[config.mk]
export PLATFORM = sky130hd
export DESIGN_NAME = hall_commutator
export DESIGN_NICKNAME = d
export VERILOG_FILES = /design/src/rtl/hall_step_pkg.sv /design/src/rtl/step_decode.sv /design/src/rtl/mode_ctrl.sv /design/src/rtl/pwm_gate.sv /design/src/rtl/hall_commutator.sv
export SDC_FILE = /design/constraint.sdc
export NUM_CORES = 1
export LEC_CHECK = 0
export BUFFER_PORTS_ARGS = -buffer_cell sky130_fd_sc_hd__buf_2
export CORE_AREA = 2 2 39 41
export CTS_CLUSTER_DIAMETER = 30
export DETAILED_ROUTE_END_ITERATION = 12
export DIE_AREA = 0 0 41 43
export PLACE_DENSITY = 0.55
export SLEW_MARGIN = 30
export SYNTH_ARGS = -nofsm -noshare
export SYNTH_HDL_FRONTEND = slang
export SYNTH_SLANG_ARGS = --single-unit
[constraint.sdc]
create_clock -name clk -period 0.9 [get_ports clk]
set_input_delay 0.045 -clock clk [delete_from_list [all_inputs] [get_ports clk]]
set_output_delay 0.045 -clock clk [all_outputs]
set_load 0.005 [all_outputs]
[src/rtl/hall_step_pkg.sv]
package hall_step_pkg;

    localparam int NPHASE = 3;
    localparam int HALL_W = 3;

    typedef logic [NPHASE-1:0] leg_t;
    typedef logic [HALL_W-1:0] hall_t;

    typedef struct packed {
        leg_t hi;
        leg_t lo;
    } drive_t;

    typedef enum logic [1:0] {
        MODE_OFF   = 2'd0,
        MODE_BRAKE = 2'd1,
        MODE_RUN   = 2'd2
    } mode_e;

    localparam leg_t LEG_U    = leg_t'(1);
    localparam leg_t LEG_V    = leg_t'(2);
    localparam leg_t LEG_W    = leg_t'(4);
    localparam leg_t LEG_NONE = '0;
    localparam leg_t LEG_ALL  = '1;

    // Forward step table; code bit 2 is the first Hall sensor.
    function automatic drive_t forward_step(input hall_t code);
        drive_t d;
        case (code)
            3'b101:  d = '{hi: LEG_V, lo: LEG_U};
            3'b100:  d = '{hi: LEG_W, lo: LEG_U};
            3'b110:  d = '{hi: LEG_W, lo: LEG_V};
            3'b010:  d = '{hi: LEG_U, lo: LEG_V};
            3'b011:  d = '{hi: LEG_U, lo: LEG_W};
            3'b001:  d = '{hi: LEG_V, lo: LEG_W};
            default: d = '{hi: LEG_NONE, lo: LEG_NONE};
        endcase
        return d;
    endfunction

    function automatic logic code_valid(input hall_t code);
        return (code != '0) && (code != '1);
    endfunction

endpackage

[src/rtl/step_decode.sv]
module step_decode
    import hall_step_pkg::*;
(
    input  hall_t  hall,
    input  logic   rev,
    output drive_t drv,
    output logic   valid
);
    hall_t idx;

    always_comb begin
        idx   = rev ? ~hall : hall;
        drv   = forward_step(idx);
        valid = code_valid(hall);
    end
endmodule

[src/rtl/mode_ctrl.sv]
module mode_ctrl
    import hall_step_pkg::*;
(
    input  logic  clk,
    input  logic  rst,
    input  logic  stop_req,
    input  logic  brake_req,
    input  logic  rev_req,
    output mode_e mode,
    output logic  dir_rev
);
    logic brk_hold_q;
    logic dir_q;

    always_ff @(posedge clk) begin
        if (rst) begin
            brk_hold_q <= 1'b0;
            dir_q      <= 1'b0;
        end else begin
            if (brake_req)
                brk_hold_q <= 1'b1;
            else if (stop_req)
                brk_hold_q <= 1'b0;
            if (stop_req)
                dir_q <= rev_req;
        end
    end

    always_comb begin
        if (stop_req)
            mode = MODE_OFF;
        else if (brake_req || brk_hold_q)
            mode = MODE_BRAKE;
        else
            mode = MODE_RUN;
    end

    assign dir_rev = dir_q;

    AST_DIR_FROZEN_RUN: assert property (@(posedge clk) disable iff (rst)
        !stop_req |=> $stable(dir_q));

    AST_BRAKE_HELD: assert property (@(posedge clk) disable iff (rst)
        (brk_hold_q && !stop_req) |=> brk_hold_q);
endmodule

[src/rtl/pwm_gate.sv]
module pwm_gate (
    input  logic clk,
    input  logic rst,
    input  logic pwm_on,
    input  logic oc_flag,
    output logic hi_allow
);
    logic pwm_prev_q;
    logic blank_q;
    logic pwm_rise;

    assign pwm_rise = pwm_on && !pwm_prev_q;

    always_ff @(posedge clk) begin
        if (rst) begin
            pwm_prev_q <= 1'b0;
            blank_q    <= 1'b0;
        end else begin
            pwm_prev_q <= pwm_on;
            if (oc_flag)
                blank_q <= 1'b1;
            else if (pwm_rise)
                blank_q <= 1'b0;
        end
    end

    assign hi_allow = pwm_on && !oc_flag && !(blank_q && !pwm_rise);

    AST_OC_SETS_BLANK: assert property (@(posedge clk) disable iff (rst)
        oc_flag |=> blank_q);
endmodule

[src/rtl/hall_commutator.sv]
module hall_commutator
    import hall_step_pkg::*;
(
    input  logic       clk,
    input  logic       rst,
    input  logic [2:0] hall_in,
    input  logic       dir_rev_in,
    input  logic       stop_in,
    input  logic       brake_in,
    input  logic       pwm_on_in,
    input  logic       oc_in,
    output logic [2:0] hi_en,
    output logic [2:0] lo_en
);
    mode_e  mode;
    logic   dir_rev;
    drive_t drv;
    logic   drv_valid;
    logic   hi_allow;
    drive_t out_q;

    mode_ctrl u_mode (
        .clk       (clk),
        .rst       (rst),
        .stop_req  (stop_in),
        .brake_req (brake_in),
        .rev_req   (dir_rev_in),
        .mode      (mode),
        .dir_rev   (dir_rev)
    );

    step_decode u_dec (
        .hall  (hall_in),
        .rev   (dir_rev),
        .drv   (drv),
        .valid (drv_valid)
    );

    pwm_gate u_pwm (
        .clk      (clk),
        .rst      (rst),
        .pwm_on   (pwm_on_in),
        .oc_flag  (oc_in),
        .hi_allow (hi_allow)
    );

    always_ff @(posedge clk) begin
        if (rst) begin
            out_q <= '{hi: LEG_NONE, lo: LEG_NONE};
        end else begin
            unique case (mode)
                MODE_BRAKE: out_q <= '{hi: LEG_NONE, lo: LEG_ALL};
                MODE_RUN: begin
                    if (drv_valid)
                        out_q <= '{hi: drv.hi & {NPHASE{hi_allow}}, lo: drv.lo};
                    else
                        out_q <= '{hi: LEG_NONE, lo: LEG_NONE};
                end
                default: out_q <= '{hi: LEG_NONE, lo: LEG_NONE};
            endcase
        end
    end

    assign hi_en = out_q.hi;
    assign lo_en = out_q.lo;

    AST_HI_ONEHOT: assert property (@(posedge clk) disable iff (rst)
        $onehot0(hi_en));
    AST_NO_SHOOT: assert property (@(posedge clk) disable iff (rst)
        (hi_en & lo_en) == 3'b000);
    AST_STOP_OFF: assert property (@(posedge clk) disable iff (rst)
        stop_in |=> (hi_en == 3'b000 && lo_en == 3'b000));
    AST_BRAKE_LOW: assert property (@(posedge clk) disable iff (rst)
        (brake_in && !stop_in) |=> (lo_en == 3'b111 && hi_en == 3'b000));
    AST_PWM_OFF_HI: assert property (@(posedge clk) disable iff (rst)
        !pwm_on_in |=> hi_en == 3'b000);
    AST_OC_CUT: assert property (@(posedge clk) disable iff (rst)
        oc_in |=> hi_en == 3'b000);
    AST_RESET_OFF: assert property (@(posedge clk)
        rst |=> (hi_en == 3'b000 && lo_en == 3'b000));
endmodule

-- Word-level counts from Yosys, hierarchy flattened
Cells that the tools add are included.
- reduce and logical (&&, ||, !) cells: 13
- multiplexer cells: 10
- bitwise logic cells: 2
- eq/ne operators: 9
- operator list (cell ; number):
    $pmux W6 S6 ; 1
    $pmux W6 S2 ; 1
    $eq A3 B3 Y1 const B ; 3
    $eq A3 B2 Y1 const B ; 2
    $mux W6 ; 1
    $logic_and A1 B1 Y1 ; 5
    $logic_not A1 Y1 ; 4
    $mux W1 ; 4
    $mux W2 ; 2
    $reduce_bool A2 Y1 ; 2
    $and A3 B3 Y3 ; 1
    $eq A3 B1 Y1 const B ; 1
    $mux W3 ; 1
    $ne A3 B3 Y1 const B ; 1
    $not A3 Y3 ; 1
    $reduce_bool A3 Y1 ; 1
    $eq A2 B1 Y1 const B ; 1
    $eq A2 B2 Y1 const B ; 1
    $logic_or A1 B1 Y1 ; 1
- bits in registers: 10
- input bits: 10
- output and inout port bits: 6
- word-level logic and storage cells: 40

-- Longest topological paths before layout
- word-level depth: 9
- depth in mapped cells: 3
- depth with buffers taken out: 3

-- Modules after synthesis
From an unflattened synthesis, not the netlist that was laid out.
- cells, all modules: 54
- area, all modules: 531.8 um^2
- modules (own cells, without submodules) (module ; sequential area each (um^2) ; times used ; area each (um^2) ; cells an instance):
    hall_commutator ; 120.1 ; 1 ; 245.2 ; 21
    step_decode ; 0.0 ; 1 ; 121.4 ; 16
    mode_ctrl ; 40.0 ; 1 ; 85.1 ; 10
    pwm_gate ; 40.0 ; 1 ; 80.1 ; 7

-- Worst setup path after synthesis
OpenSTA, ideal clock, no wires.
- path kind: register -> register
- start: register u_mode.dir_q (netlist: u_mode.dir_rev)
- end: register out_q (netlist bit hi_en[0])
- setup time: 0.070 ns
- required time: 0.830 ns
- stages on the path, launching flop included: 4
- path buffers: 1
- period minus slack after synthesis: 0.981 ns
- setup slack: -0.081 ns
- data arrival time: 0.911 ns
- cells stage by stage: dfxtp_1 -> buf_6 -> or3b_1 -> a21oi_1
- word-level cells in the longest chain between the ends: 6
- elaborated cells on any way between the ends: 11
- classes of those cells: eq/ne: 6; mux: 4; bitwise: 1
- RTL lines (what ; RTL line ; RTL):
    start: declaration ; mode_ctrl.sv:13 ; logic dir_q;
    start signal: assignment ; mode_ctrl.sv:25 ; dir_q <= rev_req;
    $mux W3 * ; step_decode.sv:12 ; idx = rev ? ~hall : hall;
    $eq A3 B1 Y1 (tied with other cells) ; hall_step_pkg.sv:29 ; case (code)
    $pmux W6 S6 * ; hall_step_pkg.sv:29 ;
    $and A3 B3 Y3 * ; hall_commutator.sv:55 ; out_q <= '{hi: drv.hi & {NPHASE{hi_allow}}, lo: drv.lo};
    $mux W6 * ; hall_commutator.sv:54 ; if (drv_valid)
    $pmux W6 S2 * ; hall_commutator.sv:51 ; unique case (mode)
    end signal: assignment ; hall_commutator.sv:52 ; MODE_BRAKE: out_q <= '{hi: LEG_NONE, lo: LEG_ALL};
    end signal: assignment ; hall_commutator.sv:55 ;
    end signal: assignment ; hall_commutator.sv:57 ; out_q <= '{hi: LEG_NONE, lo: LEG_NONE};
    end: declaration ; hall_commutator.sv:20 ; drive_t out_q;
Mark *: on every way between the ends. The rest lies on a longest branch, timed or not.
A chain may end at the register's enable or synchronous reset.

-- Worst setup path after layout
- start: register u_mode.dir_q (netlist: u_mode.dir_rev)
- end: register out_q (netlist bit lo_en[0])
- word-level cells in the longest chain between the ends: 5
- elaborated cells on any way between the ends: 10
- classes of those cells: eq/ne: 6; mux: 4
- RTL lines (what ; RTL line):
    $mux W3 * ; step_decode.sv:12
    $eq A3 B1 Y1 (tied with other cells) ; hall_step_pkg.sv:29
    $pmux W6 S6 * ; hall_step_pkg.sv:29
    $mux W6 * ; hall_commutator.sv:54
    $pmux W6 S2 * ; hall_commutator.sv:51
Marked as above.

==> impl_results.md <==
- Status: complete, but fails checks
- Failing checks: negative setup slack
- Cells along the critical path: or3b_1, a31oi_1
- Critical path class: flop to flop
- Via count: 386
- Hold crit path type: input pin to flop
- First-pass GRT wire length: 1297 µm
- Max Fclk: 1.033 GHz
- Post-layout nets: 76
- Post-synthesis sequential element count: 10
- Final setup viols: 6
- WL final: 842 µm
- Largest net degree at the start of global routing: 11
- Mapped cell area: 416.7 µm²
- Gr usage total: 0.1163
- Cells after Synth: 42
- Crit path max fanout: 10
- Post-route setup slack: -0.06791 ns
- Worst-Margin Slew: 0.1687 ns
- Post-synth cell types: 14
- H-tree depth: 1
- Max-cap violations: 0
- Sequential Area: 205.2 µm²
- Clock transition at path regs: 0.07 ns
- Worst EP required: 1.09 ns
- Placed cell area: 516.7 µm²
- Area occupied by multi-input gates: 206.4 µm²
- Antenna Cells: 0
- Setup TNS: -0.3251 ns
- Biggest area consumer among synthesized cells: dfxtp_1
- Fin area: 589.3 µm²
- Vias/cell: 4.765
- Vias in the first global route: 328
- Synth Net Count: 52
- Final HPWL from detailed placement: 564.4 µm
- Worst VDD drop: 0.6353 mV
- Max Clock Skew: 0.004339 ns
- CORE AREA: 1384 µm²
- Worst setup SP type: flop
- Final Hold Fails: 0
- Die H: 43 µm
- Crit-path max cell delay: 0.37 ns
- Ports: 16
- CTS tree: done
- # port buffers: 15
- Yosys top cell area share: 0.4805
- Post-route ant nets: 0
- 1st-iter DRT viols: 3
- Setup slack, reg-to-reg: -0.07 ns
- Die width: 41 µm
- Slew Viols, Final: 0
- Min Tclk post-route: 0.9679 ns
- # DRC: 0
- Avg Inst Size Synth: 9.920 µm²
- Clock buffer depth: 2
- CTS sink count: 10
- Standard-cell rows: 14
- Initial core utilization: 0.3011
- Synth area leaders: dfxtp_1, or3b_1, nand3b_1
- Crit share post-route: 1.075
- Routed len/inst: 10.40 µm
- CP arrival: 1.16 ns
- DRT Pass-1 Iters: 4
- Max-Slew Margin vs Limit: 0.8869
- P_leak: 0.2603 nW
- Total power: 0.9954 mW
- Seq/Total Area, Yosys: 0.4805
- Total CTS buffers: 3
- Crit path capture type: flop
- Share of layout cells above drive strength 1: 0.4000
- Ys Warns: 0
- Worst skew pair latency: 0.26 ns
- Pre-CTS setup slack: -0.07234 ns
- RD Place Congestion: 0.6733
- Pwr/cell area: 1689 nW/µm²
- GRT overflow: 0
- Clock tree root buffer cell: clkbuf_4
- Die area: 1763 µm²
- RSZ-0062 raised after global routing: true
- Slowest CP cell: dfxtp_4
- Initial antenna violation count: 0
- Area growth from synthesis to layout: 41.44%
- Fillers: 147
[where the power goes]
part / switching, mW / total [mW] / internal, mW
Clock: 0.160 / 0.405 / 0.246
Combinational: 0.0510 / 0.117 / 0.0662
Sequential: 0.0118 / 0.473 / 0.461
[cells by family after synthesis]
kind of cell    Yosys count  synth area share
simple gates             20            0.3363
flops                    10            0.4805
compound gates            9            0.1231
buf+inv                   2           0.03603
mux                       1           0.02402
[critical path: cells and delay by family (launching register included)]
family / cells / cell delay, ns
DFF: 1 / 0.37
AOI/OAI and AO/OA: 1 / 0.16
and+or+nand+nor: 1 / 0.37
[through the flow]
step	hold slack, ns	util	cells
after global routing	0.01658	0.4259	81
after CTS	0.01130	0.4259	81
after detailed placement	0.2766	0.3734	74
after floorplan	0.1100	-	42
after global placement	0.2704	0.3734	74
final	0.01640	0.4259	81
[per-layer routing]
layer | up-vias | share of wire | wire [µm] | track usage
li1 | 200 | - | - | -
met1 | 178 | 0.42 | 353 | 0.1122
met2 | 6 | 0.54 | 455 | 0.1781
met3 | 2 | 0.030 | 25 | 0.03141
met4 | 0 | 0.0083 | 7 | 0.1200
met5 | - | 0 | 0 | 0
[Yosys cell counts (all sizes together)]
cell type and n:
or2 1, nand2b 1, nand4b 1, a31oi 3, nand3b 6, mux2i 1
a21oi 5, or3b 6, nor2b 1, buf 1, inv 1, dfxtp 10
a211oi 1, nor2 4
[registers in the layout, summed over array words and instances, names as in the netlist]
register / count
hi_en: 3
lo_en: 3
u_mode.brk_hold_q: 1
u_mode.dir_rev: 1
u_pwm.blank_q: 1
u_pwm.pwm_prev_q: 1
[final cells by class]
class | instances | share of cell area
repair buffers | 20 | 0.1996
well taps | 16 | 0.03397
inverters | 1 | 0.006369
clock buffers | 4 | 0.06157
multi-input cells | 30 | 0.3503
flip-flops and latches | 10 | 0.3482
[cell usage in the layout (no fill, tap or decap), drive strengths merged]
cell | netlist | layout
buf | 1 | 18
nand2b | 1 | 1
or3b | 6 | 6
mux2i | 1 | 1
nor2 | 4 | 4
nand4b | 1 | 1
a211oi | 1 | 1
inv | 1 | 1
a31oi | 3 | 3
a21oi | 5 | 5
or2 | 1 | 1
clkbuf | 0 | 4
nor2b | 1 | 1
nand3b | 6 | 6
dfxtp | 10 | 10
dlygate4sd3 | 0 | 2
[timing repair]
action	CTS	global route
endpoints found under the setup margin	6	6
gates cloned	0	0
pin swaps	2	2
setup buffers	1	0
hold endpoints to repair	2	0
gates resized for setup	3	0
hold buffers	2	0
[final timing paths]
check	from	to	depth (start not counted)
worst max-delay path	u_mode.dir_rev	lo_en[0]	2
worst min register to register	u_mode.brk_hold_q	u_mode.brk_hold_q	2
worst min-delay path	rst	u_pwm.pwm_prev_q	2
worst max register to register	u_mode.dir_rev	lo_en[0]	2
Note: power is estimated with default switching activity, not from simulation.
